==> config.mk <==
export PLATFORM = sky130hd
export DESIGN_NAME = intc_two_level
export DESIGN_NICKNAME = d
export VERILOG_FILES = /design/src/rtl/intc_pkg.sv /design/src/rtl/intc_regs.sv /design/src/rtl/intc_ffs.sv /design/src/rtl/intc_arbiter.sv /design/src/rtl/intc_seq.sv /design/src/rtl/intc_two_level.sv
export SDC_FILE = /design/constraint.sdc
export NUM_CORES = 1
export LEC_CHECK = 0
export BUFFER_PORTS_ARGS = -buffer_cell sky130_fd_sc_hd__buf_2
export CAP_MARGIN = 20
export CELL_PAD_IN_SITES_DETAIL_PLACEMENT = 0
export CELL_PAD_IN_SITES_GLOBAL_PLACEMENT = 2
export CORE_ASPECT_RATIO = 1.25
export CORE_MARGIN = 2
export CORE_UTILIZATION = 28
export CTS_BUF_LIST = sky130_fd_sc_hd__clkbuf_16
export DETAILED_ROUTE_END_ITERATION = 8
export GPL_ROUTABILITY_DRIVEN = 0
export PLACE_DENSITY = 0.8
export SYNTH_ARGS = -nofsm -noshare
export SYNTH_HDL_FRONTEND = slang
export SYNTH_SLANG_ARGS = --single-unit
==> constraint.sdc <==
create_clock -name clk -period 1.7 [get_ports clk]
set_input_delay 0.17 -clock clk [delete_from_list [all_inputs] [get_ports clk]]
set_output_delay 0.17 -clock clk [all_outputs]
set_load 0.1 [all_outputs]
==> src/rtl/intc_pkg.sv <==
package intc_pkg;

  typedef enum logic [1:0] {
    RA_CTRL = 2'd0,
    RA_ENAB = 2'd1,
    RA_PRIO = 2'd2,
    RA_PEND = 2'd3
  } reg_addr_e;

  localparam int unsigned LVL_LO = 0;
  localparam int unsigned LVL_HI = 1;
  localparam int unsigned NUM_LVL = 2;

endpackage

==> src/rtl/intc_regs.sv <==
module intc_regs
  import intc_pkg::*;
#(
  parameter int unsigned NUM_SRC = 8,
  parameter int unsigned DW = 8,
  parameter logic [NUM_SRC-1:0] AUTO_CLEAR = '0
) (
  input  logic               clk,
  input  logic               rst,
  input  logic [NUM_SRC-1:0] src_set,
  input  logic               wr_en,
  input  logic [1:0]         wr_addr,
  input  logic [DW-1:0]      wr_data,
  input  logic [1:0]         rd_addr,
  input  logic               insn_done,
  input  logic [NUM_SRC-1:0] ack_sel,
  output logic [NUM_SRC-1:0] pend,
  output logic [NUM_SRC-1:0] enab,
  output logic [NUM_SRC-1:0] prio,
  output logic               ea,
  output logic               grace,
  output logic [DW-1:0]      rd_data
);

  localparam int unsigned EA_BIT = DW - 1;

  logic [NUM_SRC-1:0] pend_q, pend_n, enab_q, prio_q;
  logic               ea_q, grace_q;
  logic [DW-1:0]      rd_q;
  logic               wr_ctrl, wr_enab, wr_prio, wr_pend;

  assign wr_ctrl = wr_en && (reg_addr_e'(wr_addr) == RA_CTRL);
  assign wr_enab = wr_en && (reg_addr_e'(wr_addr) == RA_ENAB);
  assign wr_prio = wr_en && (reg_addr_e'(wr_addr) == RA_PRIO);
  assign wr_pend = wr_en && (reg_addr_e'(wr_addr) == RA_PEND);

  // Per-source next pending value: hardware event beats software load,
  // software load beats the build-time auto-clear on acknowledge.
  for (genvar i = 0; i < NUM_SRC; i++) begin : g_pend
    logic hw_clr;
    assign hw_clr    = ack_sel[i] & AUTO_CLEAR[i];
    assign pend_n[i] = src_set[i] | (wr_pend ? wr_data[i] : (pend_q[i] & ~hw_clr));
  end

  always_ff @(posedge clk) begin
    if (rst) begin
      pend_q  <= '0;
      enab_q  <= '0;
      prio_q  <= '0;
      ea_q    <= 1'b0;
      grace_q <= 1'b0;
    end else begin
      pend_q <= pend_n;
      if (wr_enab) enab_q <= wr_data[NUM_SRC-1:0];
      if (wr_prio) prio_q <= wr_data[NUM_SRC-1:0];
      if (wr_ctrl) begin
        ea_q    <= wr_data[EA_BIT];
        grace_q <= ea_q & ~wr_data[EA_BIT];
      end else if (insn_done) begin
        grace_q <= 1'b0;
      end
    end
  end

  always_ff @(posedge clk) begin
    if (rst) begin
      rd_q <= '0;
    end else begin
      case (reg_addr_e'(rd_addr))
        RA_CTRL: rd_q <= {ea_q, {(DW-1){1'b0}}};
        RA_ENAB: rd_q <= DW'(enab_q);
        RA_PRIO: rd_q <= DW'(prio_q);
        RA_PEND: rd_q <= DW'(pend_q);
        default: rd_q <= '0;
      endcase
    end
  end

  assign pend    = pend_q;
  assign enab    = enab_q;
  assign prio    = prio_q;
  assign ea      = ea_q;
  assign grace   = grace_q;
  assign rd_data = rd_q;


  hw_set_wins_chk: assert property (@(posedge clk) disable iff (rst)
    (src_set != '0) |=> ((pend_q & $past(src_set)) == $past(src_set)));


  grace_after_clear_chk: assert property (@(posedge clk) disable iff (rst)
    $rose(grace_q) |-> ($past(ea_q) && !ea_q));

endmodule

==> src/rtl/intc_ffs.sv <==
module intc_ffs #(
  parameter int unsigned W  = 8,
  parameter int unsigned IW = 3
) (
  input  logic [W-1:0]  vec,
  output logic          any,
  output logic [IW-1:0] idx
);

  always_comb begin
    idx = '0;
    for (int i = int'(W) - 1; i >= 0; i--) begin
      if (vec[i]) idx = IW'(i);
    end
  end

  assign any = |vec;

endmodule

==> src/rtl/intc_arbiter.sv <==
module intc_arbiter
  import intc_pkg::*;
#(
  parameter int unsigned NUM_SRC = 8,
  parameter int unsigned IDXW = 3
) (
  input  logic [NUM_SRC-1:0] pend,
  input  logic [NUM_SRC-1:0] enab,
  input  logic [NUM_SRC-1:0] prio,
  output logic               hi_any,
  output logic [IDXW-1:0]    hi_idx,
  output logic               lo_any,
  output logic [IDXW-1:0]    lo_idx
);

  logic [NUM_SRC-1:0] cand;
  logic [NUM_LVL-1:0] lvl_any;
  logic [IDXW-1:0]    lvl_idx [NUM_LVL];

  assign cand = pend & enab;

  for (genvar l = 0; l < NUM_LVL; l++) begin : g_lvl
    logic [NUM_SRC-1:0] lvl_mask;
    assign lvl_mask = (l == LVL_HI) ? (cand & prio) : (cand & ~prio);
    intc_ffs #(.W(NUM_SRC), .IW(IDXW)) u_ffs (
      .vec (lvl_mask),
      .any (lvl_any[l]),
      .idx (lvl_idx[l])
    );
  end

  assign hi_any = lvl_any[LVL_HI];
  assign hi_idx = lvl_idx[LVL_HI];
  assign lo_any = lvl_any[LVL_LO];
  assign lo_idx = lvl_idx[LVL_LO];

endmodule

==> src/rtl/intc_seq.sv <==
module intc_seq
  import intc_pkg::*;
#(
  parameter int unsigned NUM_SRC = 8,
  parameter int unsigned IDXW = 3,
  parameter int unsigned AW = 16,
  parameter logic [AW-1:0] VEC_BASE = 'h3,
  parameter logic [AW-1:0] VEC_STEP = 'h8
) (
  input  logic               clk,
  input  logic               rst,
  input  logic               insn_done,
  input  logic               insn_multi,
  input  logic               reti,
  input  logic               vec_ack,
  input  logic               ea,
  input  logic               grace,
  input  logic               hi_any,
  input  logic [IDXW-1:0]    hi_idx,
  input  logic               lo_any,
  input  logic [IDXW-1:0]    lo_idx,
  output logic               irq_req,
  output logic [AW-1:0]      irq_vec,
  output logic [NUM_SRC-1:0] ack_sel
);

  logic               req_q, lvl_q, hold_q;
  logic [NUM_LVL-1:0] isv_q, isv_n;
  logic [IDXW-1:0]    src_q, pick;
  logic [AW-1:0]      vec_q;
  logic               ea_eff, eval, take_hi, take_lo, acked;

  // Late global-enable clear: honoured one boundary late for a 1-cycle successor.
  assign ea_eff  = ea | (grace & ~insn_multi);
  assign eval    = insn_done & ~req_q & ~hold_q & ~reti & ea_eff;
  assign take_hi = eval & hi_any & ~isv_q[LVL_HI];
  assign take_lo = eval & lo_any & (isv_q == '0) & ~take_hi;
  assign pick    = take_hi ? hi_idx : lo_idx;
  assign acked   = req_q & vec_ack;

  always_comb begin
    isv_n = isv_q;
    if (reti) begin
      if (isv_n[LVL_HI]) isv_n[LVL_HI] = 1'b0;
      else               isv_n[LVL_LO] = 1'b0;
    end
    if (acked) isv_n[lvl_q] = 1'b1;
  end

  always_ff @(posedge clk) begin
    if (rst) begin
      req_q  <= 1'b0;
      lvl_q  <= 1'b0;
      src_q  <= '0;
      vec_q  <= '0;
      hold_q <= 1'b0;
      isv_q  <= '0;
    end else begin
      isv_q <= isv_n;
      if (reti)           hold_q <= 1'b1;
      else if (insn_done) hold_q <= 1'b0;
      if (acked) begin
        req_q <= 1'b0;
      end else if (take_hi | take_lo) begin
        req_q <= 1'b1;
        lvl_q <= take_hi;
        src_q <= pick;
        vec_q <= VEC_BASE + VEC_STEP * AW'(pick);
      end
    end
  end

  for (genvar i = 0; i < NUM_SRC; i++) begin : g_ack
    assign ack_sel[i] = acked && (src_q == IDXW'(i));
  end

  assign irq_req = req_q;
  assign irq_vec = vec_q;


  vec_hold_chk: assert property (@(posedge clk) disable iff (rst)
    (req_q && !vec_ack) |=> (req_q && $stable(vec_q)));


  req_on_boundary_chk: assert property (@(posedge clk) disable iff (rst)
    $rose(req_q) |-> $past(insn_done));


  low_no_nest_chk: assert property (@(posedge clk) disable iff (rst)
    ($rose(req_q) && !lvl_q) |-> ($past(isv_q) == '0));


  ack_marks_level_chk: assert property (@(posedge clk) disable iff (rst)
    acked |=> (!req_q && isv_q[$past(lvl_q)]));


  reti_clears_top_chk: assert property (@(posedge clk) disable iff (rst)
    (reti && !acked && isv_q[LVL_HI]) |=> (!isv_q[LVL_HI] && (isv_q[LVL_LO] == $past(isv_q[LVL_LO]))));

endmodule

==> src/rtl/intc_two_level.sv <==
module intc_two_level
  import intc_pkg::*;
#(
  parameter int unsigned NUM_SRC = 8,
  parameter int unsigned DW = 8,
  parameter int unsigned AW = 16,
  parameter logic [AW-1:0] VEC_BASE = 'h3,
  parameter logic [AW-1:0] VEC_STEP = 'h8,
  parameter logic [NUM_SRC-1:0] AUTO_CLEAR = '0
) (
  input  logic               clk,
  input  logic               rst,
  input  logic [NUM_SRC-1:0] src_set,
  input  logic               wr_en,
  input  logic [1:0]         wr_addr,
  input  logic [DW-1:0]      wr_data,
  input  logic [1:0]         rd_addr,
  output logic [DW-1:0]      rd_data,
  input  logic               insn_done,
  input  logic               insn_multi,
  input  logic               reti,
  input  logic               vec_ack,
  output logic               irq_req,
  output logic [AW-1:0]      irq_vec
);

  localparam int unsigned IDXW = (NUM_SRC > 1) ? $clog2(NUM_SRC) : 1;

  logic [NUM_SRC-1:0] pend, enab, prio, ack_sel;
  logic               ea, grace, hi_any, lo_any;
  logic [IDXW-1:0]    hi_idx, lo_idx;

  intc_regs #(
    .NUM_SRC    (NUM_SRC),
    .DW         (DW),
    .AUTO_CLEAR (AUTO_CLEAR)
  ) u_regs (
    .clk       (clk),
    .rst       (rst),
    .src_set   (src_set),
    .wr_en     (wr_en),
    .wr_addr   (wr_addr),
    .wr_data   (wr_data),
    .rd_addr   (rd_addr),
    .insn_done (insn_done),
    .ack_sel   (ack_sel),
    .pend      (pend),
    .enab      (enab),
    .prio      (prio),
    .ea        (ea),
    .grace     (grace),
    .rd_data   (rd_data)
  );

  intc_arbiter #(
    .NUM_SRC (NUM_SRC),
    .IDXW    (IDXW)
  ) u_arb (
    .pend   (pend),
    .enab   (enab),
    .prio   (prio),
    .hi_any (hi_any),
    .hi_idx (hi_idx),
    .lo_any (lo_any),
    .lo_idx (lo_idx)
  );

  intc_seq #(
    .NUM_SRC  (NUM_SRC),
    .IDXW     (IDXW),
    .AW       (AW),
    .VEC_BASE (VEC_BASE),
    .VEC_STEP (VEC_STEP)
  ) u_seq (
    .clk        (clk),
    .rst        (rst),
    .insn_done  (insn_done),
    .insn_multi (insn_multi),
    .reti       (reti),
    .vec_ack    (vec_ack),
    .ea         (ea),
    .grace      (grace),
    .hi_any     (hi_any),
    .hi_idx     (hi_idx),
    .lo_any     (lo_any),
    .lo_idx     (lo_idx),
    .irq_req    (irq_req),
    .irq_vec    (irq_vec),
    .ack_sel    (ack_sel)
  );

endmodule

==> reports/qor.txt <==
Worst EP required = 1900 ps
static leakage = 0.00129 uW
Synth Area in Adders = 0%
Pint = 1680 uW
hpwl dp = 3840 um
TritonCTS clock tree = yes
Clock Path Buffers = 2
RSZ-0062 raised after global routing = yes
CP max FO = 5
PD cells = 871 nW/um2
vias in the first global route = 1725
largest family of logic cells by synthesized area = simple AND/OR/NAND/NOR gates
worst skew pair latency = 280 ps
Yosys top cell by area = dfxtp_1
fillcell total = 773
Root Driver = clkbuf_16
register area = 872 um2
top_reg_cell synth = dfxtp_1
Mean Syn Cell Area = 9.13 um2
CP Capture Type = register
FF-to-FF setup slack = 3 ps
Layout area overhead = 25.9%
Final Cell Area = 2690 um2
Initial DRT Pass Iterations = 4
I/O Buffers = 40
placed cells = 366
H-tree levels = 2
Tot Pwr = 2340 uW
Synthesis Warnings = 0
Post-synth EDFFs = 0
fmax = 589 MHz
die area = 8350 um2
n_diodes = 0
nets@finish = 313
M1 WL = 2300 um
Hold Path Class = in -> reg
VDD IR max = 0.000390 V
sw frac = 28.1%
metal3 WL = 164 um
Hold Vio Cnt, Final = 0
# hold bufs at CTS = 0
final slew viol count = 0
vias = 1769
largest net degree at the start of global routing = 24
post-synthesis xor/xnor area fraction = 0%
Core Rows = 35
die span in x = 82.1 um
total of max-cap violations = 0
DRC errors left = 0
top sig layer = met4
#FFs+latches synth = 43
multi-input logic area = 1190 um2
cts bufs inserted = 5
die height = 102 um
ranking of synthesized cells by area = dfxtp_1 (40%), mux2i_1 (8.4%), nor2_1 (5.3%), buf_4 (4.2%), mux2_2 (3.7%)
share of layout cells above drive strength 1 = 35.3%
complex-gate fraction of the synthesized area = 12.7%
sequential fraction of design power = 45.8%
instance area at placement = 2450 um2
routed vias/inst = 4.68
DRT iter0 DRCs = 60
Num Clock Sinks = 43
fraction of registers with async set/reset = 0%
GR Overflow Total = 0
num ports = 52
Yosys top cell area share = 40.3%
Post-Synth Simple-Gate Area = 25.1%
Clk pwr share = 38.1%
crit path kind = reg -> reg
Reg clk slew, reported paths = 60 ps
final setup fails = 0
post-synthesis cell type count = 44
Worst EP arrival = 1890 ps
WL/cell = 13.6 um
Total GRT Usage = 13.1%
Clock Skews = 7.46 ps
Starting Density = 28.9%
Switch Pwr = 659 uW
first-pass GRT wire length = 8340 um
core area = 7400 um2
outcome = finished, final reports clean
initial antenna violation count = 0
count leader, synth = dfxtp_1
antenna viol nets, final = 0
Post-Syn Area = 2140 um2
mux share of post-synthesis cell area = 13.2%
Post-Syn Instances = 234
CP Launch Type = register
Tcrit/Tclk final = 99.8%
minimum clock period = 1700 ps
most instantiated cells after synthesis = dfxtp_1 (43), nor2_1 (30), mux2i_1 (18), nand2_1 (17)
sequential-to-total area share from yosys stat = 40.3%
WL met2 = 2600 um
Gate power share = 16.1%
Setup Total Neg Slack = 0 ps
final cell count without fillers = 378
Detailed Route WL = 5150 um
-- through the flow --
step                      hold WS, ps  setup WS (ps)  util, %
final                             127           2.77     36.4
after global routing              129           -127     36.4
after CTS                         130           16.1     35.1
after detailed placement          425           7.36     33.1
after global placement            414          0.746     33.1
after floorplan                   314           78.3        -
-- registers in the layout, summed over array words and instances, names as in the netlist, 2 cells and up --
register / cells
u_regs.prio: 8
u_seq.isv_q: 2
u_regs.enab: 8
u_regs.rd_data: 8
u_seq.irq_vec: 4
u_regs.pend: 8
-- worst paths after layout --
path,startpoint,to,depth (start not counted)
max,u_seq.hold_q,u_seq.irq_vec[3],6
min,src_set[5],u_regs.pend[5],3
max reg2reg,u_seq.hold_q,u_seq.irq_vec[3],6
min reg2reg,u_seq.irq_vec[1],u_seq.irq_vec[1],2
-- repair_timing --
action	CTS	global route
setup buffers	0	5
endpoints found under the setup margin	1	3
gates resized for setup	4	17
hold endpoints to repair	0	0
pin swaps	3	10
-- routing by layer --
| layer | track usage, % | up-vias |
|---|---|---|
| li1 | - | 902 |
| met3 | 2.41 | 6 |
| met5 | 0 | - |
| met4 | 4.23 | 0 |
| met2 | 22.5 | 34 |
| met1 | 16.3 | 827 |
-- power by group through the flow --
stage               Sequential (uW)  Combinational (uW)  Clock, uW
global placement               1090                 372          0
global route                   1080                 404        961
detailed placement             1090                 372          0
CTS                            1070                 374        925
floorplan                      1140                 249          0
finish                         1070                 377        894
-- critical path, stage by stage (launching register included) --
cell	delay, ps
dfxtp_2	330
nor4b_4	260
o211ai_2	180
a21oi_4	190
buf_4	140
or4b_1	450
o31ai_2	70
-- placed cells by master (no fill, tap or decap), types with 2 or more instances in the layout --
master	instances
a31oi_1	8
dfxtp_1	34
mux2_2	7
and3_1	6
inv_1	12
and3_2	2
dfxtp_2	9
nand3b_1	7
a21oi_1	11
nand3_1	3
mux2i_1	18
and3b_2	5
buf_2	40
nor3_1	2
o21ai_0	2
o31a_1	2
clkbuf_16	5
nor2b_1	4
a22oi_1	7
nor2_1	30
nor4_4	4
nand2_1	17
buf_4	18
conb_1	11
-- cell type report --
cell class | count | area share [%]
clock buffers | 5 | 4.65
clock inverters | 2 | 0.325
repair buffers | 58 | 12.5
flip-flops and latches | 43 | 32.4
multi-input cells | 166 | 44.2
inverters | 12 | 1.67
well taps | 92 | 4.28
-- logic make-up (layout without fill, tap and decap cells) --
logic type | count (synthesis) | after routing
other | 1 | 11
muxes | 26 | 26
DFF | 43 | 43
buffers and inverters | 35 | 77
AOI/OAI and AO/OA | 39 | 39
and+or+nand+nor | 90 | 90
No activity file was read; power rests on OpenSTA's default activity.
